===== src/rtl/dst_pkg.sv =====
package dst_pkg;

   typedef enum logic [1:0] {
      CMD_ACT = 2'd0,
      CMD_RD  = 2'd1,
      CMD_WR  = 2'd2,
      CMD_REF = 2'd3
   } dst_cmd_e;

   // Field slots of the configuration register, lowest first
   localparam int FLD_ACT_WR  = 0;
   localparam int FLD_WR_SAME = 1;
   localparam int FLD_WR_DIFF = 2;
   localparam int FLD_RD_WR   = 3;
   localparam int FLD_REF_ACT = 4;
   localparam int NUM_FIELDS  = 5;

endpackage


===== src/rtl/dst_cfg_reg.sv =====
module dst_cfg_reg #(
   parameter int W = 20
) (
   input  logic         clk,
   input  logic         rst_n,
   input  logic         we,
   input  logic [W-1:0] wdata,
   output logic [W-1:0] q
);

   always_ff @(posedge clk) begin
      if (!rst_n)  q <= '0;
      else if (we) q <= wdata;
   end

   // written value lands one cycle later
   a_r2_write_lands: assert property (@(posedge clk) disable iff (!rst_n)
      we |=> (q == $past(wdata)));

   // contents hold without a write
   a_r2_hold: assert property (@(posedge clk) disable iff (!rst_n)
      !we |=> $stable(q));

endmodule


===== src/rtl/dst_countdown.sv =====
module dst_countdown #(
   parameter int W = 4
) (
   input  logic         clk,
   input  logic         rst_n,
   input  logic         load,
   input  logic [W-1:0] limit,
   output logic         zero
);

   logic [W-1:0] cnt;

   // A command issued in cycle t loads limit-1, so zero is reached in cycle t+limit
   always_ff @(posedge clk) begin
      if (!rst_n)            cnt <= '0;
      else if (load)         cnt <= (limit == '0) ? '0 : limit - W'(1);
      else if (cnt != '0)    cnt <= cnt - W'(1);
   end

   assign zero = (cnt == '0);

   // a short limit leaves the next cycle free
   a_r8_short_limit_free: assert property (@(posedge clk) disable iff (!rst_n)
      (load && (limit <= W'(1))) |=> zero);

   // an expired timer stays expired until reloaded
   a_r3_no_underflow: assert property (@(posedge clk) disable iff (!rst_n)
      (!load && zero) |=> zero);

endmodule


===== src/rtl/dram_spacing_tracker.sv =====
module dram_spacing_tracker
   import dst_pkg::*;
#(
   parameter int NUM_RANKS = 2,
   parameter int NUM_BANKS = 8,
   parameter int FIELD_W   = 4,
   localparam int RANK_W   = $clog2(NUM_RANKS),
   localparam int BANK_W   = $clog2(NUM_BANKS),
   localparam int CFG_W    = NUM_FIELDS * FIELD_W,
   localparam int RB       = NUM_RANKS * NUM_BANKS
) (
   input  logic              clk,
   input  logic              rst_n,
   input  logic              cfg_we,
   input  logic [CFG_W-1:0]  cfg_wdata,
   output logic [CFG_W-1:0]  cfg_rdata,
   input  logic              cmd_valid,
   input  logic [1:0]        cmd_type,
   input  logic [RANK_W-1:0] cmd_rank,
   input  logic [BANK_W-1:0] cmd_bank,
   output logic [RB-1:0]     wr_ok,
   output logic [NUM_RANKS-1:0] act_ok
);

   // Elaboration-time parameter checks
   if (NUM_RANKS < 2 || (1 << RANK_W) != NUM_RANKS) begin : g_bad_ranks
      $error("NUM_RANKS must be a power of two, at least 2");
   end
   if (NUM_BANKS < 2 || (1 << BANK_W) != NUM_BANKS) begin : g_bad_banks
      $error("NUM_BANKS must be a power of two, at least 2");
   end
   if (FIELD_W < 2 || FIELD_W > 8) begin : g_bad_field
      $error("FIELD_W must lie in 2..8");
   end

   // Configuration register
   dst_cfg_reg #(.W(CFG_W)) u_cfg (
      .clk   (clk),
      .rst_n (rst_n),
      .we    (cfg_we),
      .wdata (cfg_wdata),
      .q     (cfg_rdata)
   );

   logic [FIELD_W-1:0] lim_act_wr, lim_wr_same, lim_wr_diff, lim_rd_wr, lim_ref_act;
   assign lim_act_wr  = cfg_rdata[FLD_ACT_WR  * FIELD_W +: FIELD_W];
   assign lim_wr_same = cfg_rdata[FLD_WR_SAME * FIELD_W +: FIELD_W];
   assign lim_wr_diff = cfg_rdata[FLD_WR_DIFF * FIELD_W +: FIELD_W];
   assign lim_rd_wr   = cfg_rdata[FLD_RD_WR   * FIELD_W +: FIELD_W];
   assign lim_ref_act = cfg_rdata[FLD_REF_ACT * FIELD_W +: FIELD_W];

   // Command decode (R11: nothing decodes without cmd_valid)
   logic is_act, is_rd, is_wr, is_ref;
   assign is_act = cmd_valid && (cmd_type == CMD_ACT);
   assign is_rd  = cmd_valid && (cmd_type == CMD_RD);
   assign is_wr  = cmd_valid && (cmd_type == CMD_WR);
   assign is_ref = cmd_valid && (cmd_type == CMD_REF);

   logic [RB-1:0]        actwr_zero;
   logic [NUM_RANKS-1:0] same_zero, diff_zero, ref_zero;
   logic                 rdwr_zero;

   // Per rank-bank activate-to-write timers
   for (genvar r = 0; r < NUM_RANKS; r++) begin : g_rank
      for (genvar b = 0; b < NUM_BANKS; b++) begin : g_bank
         dst_countdown #(.W(FIELD_W)) u_actwr (
            .clk   (clk),
            .rst_n (rst_n),
            .load  (is_act && (cmd_rank == RANK_W'(r)) && (cmd_bank == BANK_W'(b))),
            .limit (lim_act_wr),
            .zero  (actwr_zero[r*NUM_BANKS + b])
         );
         assign wr_ok[r*NUM_BANKS + b] = actwr_zero[r*NUM_BANKS + b] & same_zero[r]
                                       & diff_zero[r] & rdwr_zero;
      end

      // Same-rank write-to-write
      dst_countdown #(.W(FIELD_W)) u_same (
         .clk   (clk),
         .rst_n (rst_n),
         .load  (is_wr && (cmd_rank == RANK_W'(r))),
         .limit (lim_wr_same),
         .zero  (same_zero[r])
      );

      // Different-rank write-to-write: armed by writes to any other rank
      dst_countdown #(.W(FIELD_W)) u_diff (
         .clk   (clk),
         .rst_n (rst_n),
         .load  (is_wr && (cmd_rank != RANK_W'(r))),
         .limit (lim_wr_diff),
         .zero  (diff_zero[r])
      );

      // Refresh-to-activate
      dst_countdown #(.W(FIELD_W)) u_ref (
         .clk   (clk),
         .rst_n (rst_n),
         .load  (is_ref && (cmd_rank == RANK_W'(r))),
         .limit (lim_ref_act),
         .zero  (ref_zero[r])
      );

      assign act_ok[r] = ref_zero[r];

      // a same-rank write blocks the whole rank next cycle
      a_r4_same_rank_blocks: assert property (@(posedge clk) disable iff (!rst_n)
         (is_wr && (cmd_rank == RANK_W'(r)) && (lim_wr_same >= FIELD_W'(2)))
         |=> (wr_ok[r*NUM_BANKS +: NUM_BANKS] == '0));

      // a write elsewhere blocks this rank next cycle
      a_r5_other_rank_blocks: assert property (@(posedge clk) disable iff (!rst_n)
         (is_wr && (cmd_rank != RANK_W'(r)) && (lim_wr_diff >= FIELD_W'(2)))
         |=> (wr_ok[r*NUM_BANKS +: NUM_BANKS] == '0));
   end

   // Read-to-write, shared by every rank
   dst_countdown #(.W(FIELD_W)) u_rdwr (
      .clk   (clk),
      .rst_n (rst_n),
      .load  (is_rd),
      .limit (lim_rd_wr),
      .zero  (rdwr_zero)
   );

   logic [RANK_W+BANK_W-1:0] cmd_idx;
   assign cmd_idx = {cmd_rank, cmd_bank};

   // activate blocks its own rank-bank next cycle
   a_r3_act_blocks: assert property (@(posedge clk) disable iff (!rst_n)
      (is_act && (lim_act_wr >= FIELD_W'(2))) |=> !wr_ok[$past(cmd_idx)]);

   // read blocks every write next cycle
   a_r6_read_blocks: assert property (@(posedge clk) disable iff (!rst_n)
      (is_rd && (lim_rd_wr >= FIELD_W'(2))) |=> (wr_ok == '0));

   // read never touches activate eligibility
   a_r6_act_untouched: assert property (@(posedge clk) disable iff (!rst_n)
      (is_rd || !cmd_valid) |=> (act_ok == $past(act_ok) | ($past(act_ok) ^ act_ok)
                                 & act_ok));

   // refresh blocks activate on its rank next cycle
   a_r7_ref_blocks: assert property (@(posedge clk) disable iff (!rst_n)
      (is_ref && (lim_ref_act >= FIELD_W'(2))) |=> !act_ok[$past(cmd_rank)]);

endmodule


===== config.mk =====
export PLATFORM = sky130hd
export DESIGN_NAME = dram_spacing_tracker
export DESIGN_NICKNAME = d
export VERILOG_FILES = /design/src/rtl/dst_pkg.sv /design/src/rtl/dst_cfg_reg.sv /design/src/rtl/dst_countdown.sv /design/src/rtl/dram_spacing_tracker.sv
export SDC_FILE = /design/constraint.sdc
export NUM_CORES = 1
export LEC_CHECK = 0
export CAP_MARGIN = 20
export CORE_MARGIN = 1
export CORE_UTILIZATION = 42
export DETAILED_ROUTE_END_ITERATION = 10
export PLACE_DENSITY = 0.72
export SLEW_MARGIN = 20
export SYNTH_ARGS = -nofsm -noshare
export SYNTH_HDL_FRONTEND = slang
export SYNTH_SLANG_ARGS = --single-unit
export TNS_END_PERCENT = 5

===== constraint.sdc =====
create_clock -name clk -period 4.8 [get_ports clk]
set_input_delay 0.48 -clock clk [delete_from_list [all_inputs] [get_ports clk]]
set_output_delay 0.48 -clock clk [all_outputs]
set_load 0.005 [all_outputs]

==> qor.csv <==
stage,metric,value,unit
cells_and_area,nets,885,
clocking,clockBufferDepth,2,
min_path,hold_end,g_rank[1].g_bank[5].u_actwr.cnt[1]$_SDFFE_PN0P_,
die,core-area,0.0146,mm²
clocking,cts.sinks,112,
setup_path,path_buf_inv,2,
placed_design,dp_slack,2.10,ns
drt,met2_wirelength,6510,µm
die,die_h,125,µm
setup_path,slowest_delay,0.54,ns
synthesis,ys_warn_count,0,
die,start_util,0.435,
placed_design,hpwl,9970,µm
timing,max_freq,323,MHz
clocking,post_cts_buffers,0,
cells_and_area,utilization,0.511,
grt,grt_max_degree,47,
synthesis,ys_ff_latch,112,
synthesis,synth.area.mux_share,0.0485,
die,die_area,0.0157,mm²
timing,finalSetupViolCount,0,
timing,relSlewSlack,0.374,
synthesis,synthSimpleGateAreaFrac,0.290,
synthesis,netlist_area,0.00637,mm²
run_status,status,finished clean,
timing,post-route-min-period,3.10,ns
clocking,cts_hold_repair.buffers,0,
timing,report.final.slew_viol_count,0,
synthesis,seq_area_frac_synth,0.352,
clocking,htreeDepth,3,
synthesis,synth-compound-area-share,0.132,
synthesis,syn_inst,765,
cells_and_area,layout-drive-gt1-share,0.0746,
placed_design,gp_congestion,0.814,
power_and_ir_drop,p_leak,3.00,nW
grt,overflow,0,
synthesis,synth_commonest_cells,"dfxtp_1 (112), nor2_1 (77), a21oi_1 (56), nor3_1 (53), inv_1 (51)",
synthesis,yosys_most_used_dff,dfxtp_1,
drt,viasPerCell,5.39,
min_path,hp-class,reg2reg,
setup_path,required,4.32,ns
timing,grt_setup_unrepaired,false,
drt,drc_errors,0,
cells_and_area,final.fill_count,1391,
drt,wl_met3,387,µm
grt,grt_pass1_wl,24000,µm
synthesis,synth_top_family_by_area,simple AND/OR/NAND/NOR gates,
setup_path,r2r-end,g_rank[1].g_bank[7].u_actwr.cnt[1]$_SDFFE_PN0P_,
placed_design,io_buffers,67,
setup_path,worstSetupPathType,reg2out,
timing,fin_skew,0.00440,ns
synthesis,synth-edff-count,0,
timing,worst_pin_slew,0.937,ns
drt,highest_layer,met4,
grt,antenna_found_initial,0,
drt,drt-total-wl,14100,µm
clocking,clk_pin_slew,0.07,ns
synthesis,yosysMostFrequentCell,dfxtp_1,
power_and_ir_drop,vdd_drop_max,233,µV
clocking,cts_buffers,9,
synthesis,async_flop_share,0,
drt,route.antenna.remaining_nets,0,
cells_and_area,register_area,0.00224,mm²
timing,period_share,0.646,
die,die_w,125,µm
clocking,cts_tree,yes,
clocking,cts_root_buf,clkbuf_16,
setup_path,critPathLaunchType,flip-flop,
drt,drt_iter0_markers,340,
die,ios,68,
synthesis,yosys.area.top_type,dfxtp_1,
setup_path,reg2regPathDepth,3,
min_path,worstHoldStart,g_rank[1].g_bank[5].u_actwr.cnt[1]$_SDFFE_PN0P_,
setup_path,critical-path-top-delay-family,simple AND/OR/NAND/NOR gates,
cells_and_area,antenna_cells,0,
power_and_ir_drop,power.density,620,mW/mm²
setup_path,r2r_start,u_cfg.q[0]$_SDFFE_PN0P_,
synthesis,synth.top_cell.area_share,0.352,
synthesis,syn_nets,837,
setup_path,crit_path_top_delay_cell,clkdlybuf4s50_1,
synthesis,ys_types,56,
synthesis,yosys.area_share.adder,0.0825,
timing,final_hold_viol_count,0,
drt,dr_total_vias,5401,
setup_path,cp_max_fo,8,
grt,grt_pass1_vias,5108,
setup_path,end_kind,output pin,
die,rows,44,
synthesis,synth-xor-area-share,0.0399,
grt,grt_usage,0.189,
setup_path,arrival,2.62,ns
power_and_ir_drop,finalPower,4.64,mW
drt,drt_pass1_iterations,7,
setup_path,path_depth,7,
cells_and_area,multi_input_area,0.00380,mm²
cells_and_area,area_growth,17.6,%
timing,fin_ws,1.70,ns
clocking,clock_latency,0.36,ns
timing,fin_tns_setup,0,ns
run,drv_cap,0,
min_path,hold_depth,2,
synthesis,synth_area_per_cell,8.32,µm²
drt,wl_per_cell,14.1,µm
clocking,cts_resized,0,
drt,wl_met1,6930,µm
synthesis,netlist_top_cells_area,"dfxtp_1 (35%), ha_1 (8.3%), nor2_1 (4.5%)",
setup_path,path_cells,inv_1 -> ha_1 -> or3b_2 -> nor2_2 -> nand2_2 -> nor3_1 -> clkdlybuf4s50_1,
setup_path,r2r_setup_slack,3.05,ns
==> registers in the layout, summed over array words and instances, names as in the netlist <==
name                       cells
g_rank.g_bank.u_actwr.cnt     64
g_rank.u_same.cnt              8
g_rank.u_diff.cnt              8
u_cfg.q                       20
u_rdwr.cnt                     4
g_rank.u_ref.cnt               8
==> logic make-up (layout without fill, tap and decap cells) <==
group                      Yosys count  in the layout
AOI/OAI and AO/OA                  148            148
muxes                               30             30
DFF                                112            112
adders and majority gates           42             42
buffers and inverters               84            137
xor gates and xnor gates            29             29
and+or+nand+nor                    320            320
==> worst reg2reg max path, stage by stage, from the launching register on <==
cell and delay (ns):
dfxtp_1 0.53, nor3_1 0.13, o21ai_2 0.73, o22ai_1 0.22
==> per-layer routing <==
metal  track usage  vias up
li1              -     2795
met3        0.0347       19
met5             0        -
met4        0.0739        0
met1         0.243     2516
met2         0.314       71
==> where the power goes <==
group / switching (mW) / internal, mW / total, mW / leakage [nW]
clock network: 0.342 / 0.485 / 0.827 / 0.165
registers: 0.248 / 1.27 / 1.51 / 0.927
logic: 1.12 / 1.18 / 2.30 / 1.91
==> layout make-up <==
type / count / area share
flip-flops and latches: 112 / 0.299
inverters: 51 / 0.0256
clock inverters: 5 / 0.0105
multi-input cells: 569 / 0.507
clock buffers: 11 / 0.0338
well taps: 184 / 0.0307
repair buffers: 70 / 0.0926
==> through the flow <==
stage,instances,area [µm²],hold WS (ns)
2_1_floorplan,765,6370,0.497
6_report,1002,7490,0.546
3_3_place_gp,986,7160,0.524
4_1_cts,1002,7490,0.545
5_1_grt,1002,7490,0.574
3_5_place_dp,986,7160,0.529
==> how the worst max path moves through the flow <==
stage,slack [ns],startpoint,end
3_5_place_dp,2.10,g_rank[1].u_diff.cnt[0]$_SDFFE_PN0P_,wr_ok[14]
2_1_floorplan,2.78,g_rank[1].u_diff.cnt[0]$_SDFFE_PN0P_,wr_ok[10]
6_report,1.70,g_rank[0].u_diff.cnt[0]$_SDFFE_PN0P_,wr_ok[4]
5_1_grt,1.53,g_rank[0].u_diff.cnt[0]$_SDFFE_PN0P_,wr_ok[6]
4_1_cts,1.70,g_rank[0].u_diff.cnt[0]$_SDFFE_PN0P_,wr_ok[4]
3_3_place_gp,2.18,g_rank[0].u_diff.cnt[0]$_SDFFE_PN0P_,wr_ok[6]
==> layout by cell type (no fill, tap or decap), types with 9 or more instances in the layout <==
master | synthesis | layout
ha_1 | 42 | 42
nor3b_1 | 13 | 13
inv_1 | 51 | 50
nor3_1 | 53 | 53
nor2_1 | 77 | 77
clkbuf_16 | 0 | 9
nand2b_1 | 27 | 27
xnor2_1 | 23 | 23
mux2i_1 | 23 | 23
or3_1 | 20 | 20
o22ai_1 | 39 | 39
o21ai_0 | 35 | 35
dfxtp_1 | 112 | 112
clkdlybuf4s50_1 | 0 | 67
nand2_1 | 28 | 28
nand3_1 | 13 | 13
a21oi_1 | 56 | 56
and3_1 | 17 | 17
nand3b_1 | 15 | 15
No activity file was read; power rests on OpenSTA's default activity.
